`src/rtl/dma_ag_pkg.sv`:
```
package dma_ag_pkg;
  typedef enum logic [1:0] {
    AM_FIXED  = 2'd0,
    AM_INC    = 2'd1,
    AM_DEC    = 2'd2,
    AM_STRIDE = 2'd3
  } addr_mode_e;

  function automatic logic [3:0] unit_bytes(input logic [1:0] sel);
    return 4'd1 << sel;
  endfunction
endpackage

```
`src/rtl/dma_ag_side.sv`:
```
module dma_ag_side #(
  parameter int AW = 32
) (
  input  logic          clk,
  input  logic          rst,
  input  logic          load,
  input  logic          step_en,
  input  logic          row_wrap,
  input  logic [3:0]    wbytes,
  input  logic [1:0]    mode_in,
  input  logic [AW-1:0] base,
  input  logic [AW-1:0] step,
  input  logic [AW-1:0] pitch,
  output logic [AW-1:0] addr
);
  import dma_ag_pkg::*;

  addr_mode_e    mode_q;
  logic [AW-1:0] step_q, pitch_q, row_start_q, addr_q, delta;
  logic [AW-1:0] wext;

  assign wext = {{(AW-4){1'b0}}, wbytes};

  always_comb begin
    unique case (mode_q)
      AM_FIXED:  delta = '0;
      AM_INC:    delta = wext;
      AM_DEC:    delta = '0 - wext;
      default:   delta = step_q;
    endcase
  end

  always_ff @(posedge clk) begin
    if (rst) begin
      mode_q      <= AM_FIXED;
      step_q      <= '0;
      pitch_q     <= '0;
      row_start_q <= '0;
      addr_q      <= '0;
    end else if (load) begin
      mode_q      <= addr_mode_e'(mode_in);
      step_q      <= step;
      pitch_q     <= pitch;
      row_start_q <= base;
      addr_q      <= base;
    end else if (step_en) begin
      if (row_wrap) begin
        row_start_q <= row_start_q + pitch_q;
        addr_q      <= row_start_q + pitch_q;
      end else begin
        addr_q      <= addr_q + delta;
      end
    end
  end

  assign addr = addr_q;
endmodule

```
`src/rtl/dma_ag_count.sv`:
```
module dma_ag_count #(
  parameter int CW = 24,
  parameter int RW = 16
) (
  input  logic          clk,
  input  logic          rst,
  input  logic          load,
  input  logic          advance,
  input  logic [3:0]    wbytes,
  input  logic [CW-1:0] total,
  input  logic          en2d,
  input  logic [CW-1:0] row_len,
  input  logic [RW-1:0] row_cnt,
  output logic          step_en,
  output logic          row_wrap,
  output logic [CW-1:0] bytes_left,
  output logic          row_end,
  output logic          done
);
  logic [CW-1:0] left_q, row_len_q, wext;
  logic [RW-1:0] rows_q, row_cnt_q;
  logic [RW:0]   rows_nx;
  logic          done_q, en2d_q, last_unit, last_row;

  assign wext      = {{(CW-4){1'b0}}, wbytes};
  assign last_unit = (left_q <= wext);
  assign rows_nx   = {1'b0, rows_q} + 1'b1;
  assign last_row  = (rows_nx == {1'b0, row_cnt_q});
  assign step_en   = advance && !done_q && !load;
  assign row_wrap  = en2d_q && last_unit;

  always_ff @(posedge clk) begin
    if (rst) begin
      left_q    <= '0;
      row_len_q <= '0;
      rows_q    <= '0;
      row_cnt_q <= '0;
      en2d_q    <= 1'b0;
      done_q    <= 1'b1;
    end else if (load) begin
      en2d_q    <= en2d;
      row_len_q <= row_len;
      row_cnt_q <= row_cnt;
      rows_q    <= '0;
      if (en2d) begin
        done_q <= (row_len == '0) || (row_cnt == '0);
        left_q <= (row_cnt == '0) ? '0 : row_len;
      end else begin
        done_q <= (total == '0);
        left_q <= total;
      end
    end else if (step_en) begin
      if (!last_unit) begin
        left_q <= left_q - wext;
      end else if (en2d_q && !last_row) begin
        left_q <= row_len_q;
        rows_q <= rows_nx[RW-1:0];
      end else begin
        left_q <= '0;
        done_q <= 1'b1;
      end
    end
  end

  assign bytes_left = left_q;
  assign row_end    = en2d_q && last_unit && !done_q;
  assign done       = done_q;
endmodule

```
`src/rtl/dma_addr_gen.sv`:
```
module dma_addr_gen #(
  parameter int AW = 32,
  parameter int CW = 24,
  parameter int RW = 16
) (
  input  logic          clk,
  input  logic          rst,
  input  logic          load,
  input  logic          advance,
  input  logic [1:0]    cfg_width_sel,
  input  logic [1:0]    cfg_src_mode,
  input  logic [1:0]    cfg_dst_mode,
  input  logic [AW-1:0] cfg_src_base,
  input  logic [AW-1:0] cfg_dst_base,
  input  logic [AW-1:0] cfg_src_step,
  input  logic [AW-1:0] cfg_dst_step,
  input  logic [CW-1:0] cfg_total_bytes,
  input  logic          cfg_2d_en,
  input  logic [CW-1:0] cfg_row_len,
  input  logic [AW-1:0] cfg_src_pitch,
  input  logic [AW-1:0] cfg_dst_pitch,
  input  logic [RW-1:0] cfg_row_cnt,
  output logic [AW-1:0] src_addr,
  output logic [AW-1:0] dst_addr,
  output logic [CW-1:0] bytes_left,
  output logic          row_end,
  output logic          done
);
  import dma_ag_pkg::*;

  localparam int NSIDE = 2;

  logic [3:0]    wbytes_q;
  logic          step_en, row_wrap;
  logic [1:0]    mode_a  [NSIDE];
  logic [AW-1:0] base_a  [NSIDE];
  logic [AW-1:0] step_a  [NSIDE];
  logic [AW-1:0] pitch_a [NSIDE];
  logic [AW-1:0] addr_a  [NSIDE];

  assign mode_a[0]  = cfg_src_mode;
  assign mode_a[1]  = cfg_dst_mode;
  assign base_a[0]  = cfg_src_base;
  assign base_a[1]  = cfg_dst_base;
  assign step_a[0]  = cfg_src_step;
  assign step_a[1]  = cfg_dst_step;
  assign pitch_a[0] = cfg_src_pitch;
  assign pitch_a[1] = cfg_dst_pitch;

  always_ff @(posedge clk) begin
    if (rst)       wbytes_q <= 4'd1;
    else if (load) wbytes_q <= unit_bytes(cfg_width_sel);
  end

  dma_ag_count #(.CW(CW), .RW(RW)) u_count (
    .clk(clk), .rst(rst), .load(load), .advance(advance),
    .wbytes(wbytes_q), .total(cfg_total_bytes), .en2d(cfg_2d_en),
    .row_len(cfg_row_len), .row_cnt(cfg_row_cnt),
    .step_en(step_en), .row_wrap(row_wrap), .bytes_left(bytes_left),
    .row_end(row_end), .done(done)
  );

  for (genvar g = 0; g < NSIDE; g++) begin : g_side
    dma_ag_side #(.AW(AW)) u_side (
      .clk(clk), .rst(rst), .load(load), .step_en(step_en),
      .row_wrap(row_wrap), .wbytes(wbytes_q), .mode_in(mode_a[g]),
      .base(base_a[g]), .step(step_a[g]), .pitch(pitch_a[g]),
      .addr(addr_a[g])
    );
  end

  assign src_addr = addr_a[0];
  assign dst_addr = addr_a[1];
endmodule

```
`config.mk`:
```
export PLATFORM = sky130hd
export DESIGN_NAME = dma_addr_gen
export DESIGN_NICKNAME = d
export VERILOG_FILES = /design/src/rtl/dma_ag_pkg.sv /design/src/rtl/dma_ag_side.sv /design/src/rtl/dma_ag_count.sv /design/src/rtl/dma_addr_gen.sv
export SDC_FILE = /design/constraint.sdc
export NUM_CORES = 1
export LEC_CHECK = 0
export BUFFER_PORTS_ARGS = -buffer_cell sky130_fd_sc_hd__buf_2
export CAP_MARGIN = 20
export CELL_PAD_IN_SITES_DETAIL_PLACEMENT = 1
export CELL_PAD_IN_SITES_GLOBAL_PLACEMENT = 2
export CORE_MARGIN = 5
export CORE_UTILIZATION = 30
export CTS_CLUSTER_SIZE = 24
export DETAILED_ROUTE_END_ITERATION = 8
export PLACE_DENSITY_LB_ADDON = 0.1
export SYNTH_ARGS = -nofsm -noshare
export SYNTH_HDL_FRONTEND = slang
export SYNTH_SLANG_ARGS = --single-unit
```
`constraint.sdc`:
```
create_clock -name clk -period 4.5 [get_ports clk]
set_input_delay 0.9 -clock clk [delete_from_list [all_inputs] [get_ports clk]]
set_output_delay 0.9 -clock clk [all_outputs]
set_load 0.1 [all_outputs]
```
* Word level (Yosys, flattened, before mapping)
Cells that the tools add are included.
** Storage, ports and cells
- Bits in registers :: 346
- Latch bits :: 0
- Bits in writable memories :: 0
- Bits in read-only memories :: 0
- Input port bits :: 267
- Output and inout bits :: 90
- Logic and storage cells :: 78
- Memories :: 0
** Cells by class
- $add $sub $neg :: 7
- Multiply operators :: 0
- Div/mod/pow operators :: 0
- Magnitude comparators :: 1
- Equality and inequality tests :: 6
- Shift operators :: 1
- Mux-type cells :: 25
- Bitwise gates (word level) :: 0
- Reduce and logical (&&, ||, !) cells :: 21
** Operators with widths (count)
- 32-bit 2-to-1 mux :: 12
- 32-bit case mux with 3 select lines :: 2
- 24-bit 2-to-1 mux :: 6
- 32-bit adder :: 4
- 24-bit zero test :: 2
- 24-bit by 4-bit <= comparator with 1-bit output :: 1
- 24-bit by 4-bit subtractor with 24-bit output :: 1
- 16-bit by 1-bit adder with 17-bit output (second input constant) :: 1
- 17-bit by 16-bit == test with 1-bit output :: 1
- 16-bit zero test :: 1
- 3-bit AND reduction :: 2
- 2-bit nonzero test :: 3
- 1-bit logical AND :: 5
- 1-bit 2-to-1 mux :: 5
- 1-bit by 4-bit subtractor with 5-bit output (first input constant) :: 1
- 2-bit by 1-bit == test with 1-bit output (second input constant) :: 2
- 2-bit == test (second input constant) :: 2
- 2-bit zero test :: 2
- 1-bit by 2-bit << shifter with 4-bit output (first input constant) :: 1
- 1-bit zero test :: 3
- 2-bit inequality test (second input constant) :: 1
- 2-bit AND reduction :: 1
- 2-bit OR reduction :: 1
- 1-bit logical OR :: 1

* Logic depth before layout (Yosys ltp)
- Word-level depth :: 8
- Gate-level depth with buffers :: 18
- Depth with buffers taken out :: 16

* Cells and area by module
A second synthesis with hierarchy kept.
** Second synthesis, totals
- Cells, all modules :: 2696
- Area, all modules :: 21927.3 um^2
** Modules (own cells, without submodules)
- dma_ag_side (g_side[0].u_side) :: times used 1, cells an instance 1041, area each 8386.8 um^2, seq. area each 2602.5 um^2
- dma_ag_side (g_side[1].u_side) :: times used 1, cells an instance 1011, area each 8249.2 um^2, seq. area each 2602.5 um^2
- dma_ag_count :: times used 1, cells an instance 628, area each 5138.7 um^2, seq. area each 1641.6 um^2
- dma_addr_gen :: times used 1, cells an instance 16, area each 152.6 um^2, seq. area each 80.1 um^2

* Worst setup path after synthesis
OpenSTA, ideal clock, no wires.
- Path kind :: reg-to-output
- Start :: reg u_count.left_q[2] (netlist: u_count.bytes_left[2])
- End :: out row_end
- Arrival :: 3656 ps
- Required time :: 3600 ps
- Path slack :: -56 ps
- Cell stages (with the launch flop) :: 9
- Path buffers :: 1
- Path through :: dfxtp_1 ha_1 nor2b_1 o21ai_0 nand2b_1 clkbuf_1 a211oi_2 nand3_1 nor2_1
** Between the ends
- Word-level cells in the longest chain between the ends :: 3
** Ends and longest elaborated chain
- from (decl) :: line dma_ag_count.sv:20 : logic [CW-1:0] left_q, row_len_q, wext;
- from (signal assigned) :: line dma_ag_count.sv:47 : left_q <= (row_cnt == '0) ? '0 : row_len;
- from (signal assigned) :: line dma_ag_count.sv:50 : left_q <= total;
- from (signal assigned) :: line dma_ag_count.sv:54 : left_q <= left_q - wext;
- 24-bit by 4-bit <= comparator with 1-bit output :: line dma_ag_count.sv:26 : assign last_unit = (left_q <= wext);
- 1-bit logical AND (2 in a row) :: line dma_ag_count.sv:66 : assign row_end = en2d_q && last_unit && !done_q;
- to (decl) :: line dma_addr_gen.sv:26 : output logic row_end,
Every way passes these cells.

* Worst setup path after layout
- Start :: reg u_count.left_q[8] (netlist: u_count.bytes_left[8])
- End :: out row_end
The elaborated chain is that of the path after synthesis.

==> results.cfg <==
[synth]
dominantRegCellSynth = sky130_fd_sc_hd__dfxtp_1
synthArstFlopShare_pct = 0
synthesis.yosys.warnings = 0
area_fraction_in_and_or_nand_and_nor_cells_after_synthesis_pct = 17.5
main_combinational_cell_family_by_area_after_synthesis = compound AO/OA/AOI/OAI gates
synth_compound_area_share_pct = 23.7
synth_adder_area_share_pct = 7.83
synth_area_um2 = 22100
mux_share_of_post_synthesis_cell_area_pct = 8.28
synthesized_instance_count = 2780
post_synth_edffs = 0
netlist-cell-type-count = 81
seq_area_frac_synth_pct = 31.4
synth_xor_area_share_pct = 6.51
synthesis.nets = 3182
syn-mean-instance-area_um2 = 7.94
flip_flop_and_latch_count_after_synthesis = 346

[power_and_ir_drop]
switch_share_pct = 34.2
pwr-share-comb_pct = 23.9
static-leakage-power_nw = 11.9
power_report.internal_total_w = 0.00634
clock_power_share_pct = 40.0
power.share.sequential_pct = 36.1
max-vdd-ir-drop_v = 0.000233
power.switching_w = 0.00330
power.density_cell_area_nw_per_um2 = 364
totalPowerFinal_w = 0.00964

[global_route]
pin_count_of_the_biggest_net_entering_global_routing = 98
grt.busiest_layer = met2
global_route.overflow_total = 0
track_usage_pct = 23.6
global_route.usage.met1_pct = 32.8
grt_pass1_wl_um = 145000
grt_antenna_before_repair = 2
gr-usage-met3_pct = 2.87
global_route.usage.met2_pct = 39.1
number_of_global_route_vias_before_repair = 22800

[timing]
fin_ws_ns = 0.230
setup_viol_count_final = 0
timing.slew.headroom_pct = 32.0
rsz0062_at_grt = true
count_of_final_hold_check_violations = 0
total_negative_setup_slacks_ns = 0
period_share_pct = 94.9
maxSlewViolCount = 0
holdWs_ns = 0.469
max_freq_ghz = 0.234
tightestPinTransition_ns = 1.02
final_critical_period_ns = 4.27
clock-skew-final_ns = 0.0194

[finish]
post-route-util_pct = 36.2
finish.net_count = 3466
final_cell_mix = sky130_fd_sc_hd__nor2_1, sky130_fd_sc_hd__buf_2, sky130_fd_sc_hd__dfxtp_1
area.growth.synth_to_final_pct = 19.8
layout_commonest_cell = sky130_fd_sc_hd__nor2_1
drive_above_1_share_pct = 16.6
fillers = 8777

[clock_network]
clock_sink_count = 346
cts_tree = built
clockRootBuffer = sky130_fd_sc_hd__clkbuf_16
numCtsBuffers = 45
htree_num_levels = 2
clk_transition_reported_paths_ns = 0.06
clk-insertion-delay-late_ns = 0.59
cts.path.max_buffers = 3

[outcome]
run_status = completed

[placement]
detailedPlace.worstSlack_ns = 0.103
gp_congestion = 0.879
hpwl_um = 74500
count_of_input_and_output_buffers = 356

[detailed_routing]
route.antenna.remaining_nets = 0
vias = 22100
detail_route.iter0.violations = 1322
detailedRoute.firstPassIterationCount = 5
route.detailed.drc = 0
route.detailed.wl_per_inst_um = 24.0
postRouteWirelength_um = 97700
route.detailed.vias_per_inst = 5.45

[die]
die_x_um = 281
fp.coreArea_um2 = 73000
floorplan.io_pins = 357
floorplan.die.height_um = 281
die-area_um2 = 79100
initial_util_pct = 30.2
rows = 99

[worst_setup_path]
worstPathRequired_ns = 3.60
startpoint_kind_of_the_worst_setup_timing_path = flop
critical_path.endpoint_type = output port
criticalPathCategory = flop to output port
worst-endpoint-arrival_ns = 3.37
crit_fanout = 7

[flow_run]
max_cap_viols = 0

[worst_hold_path]
hp-class = flop to flop
## power groups by stage
stage	combinational, W	sequential [W]	clock (W)
after floorplan	0.00115	0.00389	0
after detailed placement	0.00229	0.00354	0
after global placement	0.00225	0.00354	0
after global routing	0.00248	0.00350	0.00408
after CTS	0.00230	0.00348	0.00398
final	0.00230	0.00348	0.00386
## cell families (layout without fill, tap and decap cells)
group	count (synthesis)	count (layout)
muxes	182	182
buffers and inverters	274	594
DFF	346	346
and+or+nand+nor	863	863
AOI/OAI and AO/OA	816	816
other	0	2
xor gates and xnor gates	164	164
adders and majority gates	135	135
## registers in the layout (all words and copies together), names as in the netlist
name                       cells
g_side.u_side.addr            64
u_count.en2d_q                 1
u_count.row_cnt_q             16
wbytes_q                       4
g_side.u_side.row_start_q     64
u_count.bytes_left            24
u_count.row_len_q             24
g_side.u_side.pitch_q         64
u_count.done                   1
g_side.u_side.step_q          64
u_count.rows_q                16
g_side.u_side.mode_q           4
## metal layers
metal,part of all wire [%],vias up
met5,0,-
met4,2.5,0
met3,5.0,112
met2,46,564
met1,46,10900
li1,-,10600
## metrics by stage
step,std cells,cell area [um^2]
after global routing,4061,26400
after CTS,4059,26400
after floorplan,2780,22100
final,4061,26400
after detailed placement,3976,24900
after global placement,3976,24900
## Yosys cell counts (17+ instances only)
library cell | instances | area (um^2)
sky130_fd_sc_hd__a2111oi_0 | 20 | 175
sky130_fd_sc_hd__mux2i_1 | 178 | 1780
sky130_fd_sc_hd__nor3_1 | 51 | 255
sky130_fd_sc_hd__nand2b_1 | 20 | 125
sky130_fd_sc_hd__a311oi_1 | 23 | 201
sky130_fd_sc_hd__xnor2_1 | 105 | 920
sky130_fd_sc_hd__a211oi_1 | 42 | 315
sky130_fd_sc_hd__a21oi_1 | 233 | 1170
sky130_fd_sc_hd__buf_1 | 26 | 97.6
sky130_fd_sc_hd__nor2_1 | 374 | 1400
sky130_fd_sc_hd__a21o_1 | 71 | 533
sky130_fd_sc_hd__o21bai_1 | 17 | 128
sky130_fd_sc_hd__inv_1 | 107 | 402
sky130_fd_sc_hd__nand3_1 | 53 | 265
sky130_fd_sc_hd__o31ai_1 | 18 | 135
sky130_fd_sc_hd__or3_1 | 17 | 106
sky130_fd_sc_hd__dfxtp_1 | 346 | 6930
sky130_fd_sc_hd__o22ai_1 | 25 | 156
sky130_fd_sc_hd__a31oi_1 | 22 | 138
sky130_fd_sc_hd__xor2_1 | 59 | 517
sky130_fd_sc_hd__nand2_1 | 228 | 856
sky130_fd_sc_hd__clkbuf_1 | 130 | 488
sky130_fd_sc_hd__o211ai_1 | 31 | 233
sky130_fd_sc_hd__nor2b_1 | 17 | 106
sky130_fd_sc_hd__o21ai_0 | 193 | 966
sky130_fd_sc_hd__nor4_1 | 22 | 138
sky130_fd_sc_hd__ha_1 | 130 | 1630
## cell type report
type / instances / area, um^2 / area share, %
Tap cell: 959 / 1200 / 4.54
Timing Repair Buffer: 404 / 2200 / 8.33
Antenna cell: 2 / 5.00 / 0.0189
Multi-Input combinational cell: 2160 / 14100 / 53.5
Sequential cell: 346 / 6930 / 26.2
Clock inverter: 16 / 243 / 0.918
Clock buffer: 67 / 1310 / 4.96
Inverter: 107 / 402 / 1.52
## worst max-delay path: stages (launching register included)
cell	delay [ns]
sky130_fd_sc_hd__dfxtp_1	0.37
sky130_fd_sc_hd__or4_1	0.63
sky130_fd_sc_hd__nor4_2	0.22
sky130_fd_sc_hd__nand2b_1	0.28
sky130_fd_sc_hd__a211oi_2	0.22
sky130_fd_sc_hd__buf_4	0.17
sky130_fd_sc_hd__nand3_2	0.30
sky130_fd_sc_hd__nor2_2	0.23
sky130_fd_sc_hd__clkbuf_4	0.36
## worst paths after layout
| kind | to | slack (ns) | startpoint | cells past startpoint |
|---|---|---|---|---|
| hold / removal | g_side[1].u_side.row_start_q[20]$_SDFFE_PP0P_ | 0.47 | g_side[1].u_side.row_start_q[20]$_SDFFE_PP0P_ | 2 |
| setup reg to reg | g_side[0].u_side.addr[30]$_SDFFE_PP0P_ | 0.27 | wbytes_q[0]$_SDFFE_PP1P_ | 18 |
| setup / recovery | row_end | 0.23 | u_count.bytes_left[8]$_SDFFE_PP0P_ | 8 |
| hold reg to reg | g_side[1].u_side.row_start_q[20]$_SDFFE_PP0P_ | 0.47 | g_side[1].u_side.row_start_q[20]$_SDFFE_PP0P_ | 2 |
## repair_timing
action / CTS / global route
buffers inserted: 0 / 0
setup endpoints to repair: 1 / 10
hold buffers: 0 / 0
gates resized for setup: 1 / 9
gates cloned: 0 / 0
Note: power is estimated with default switching activity, not from simulation.
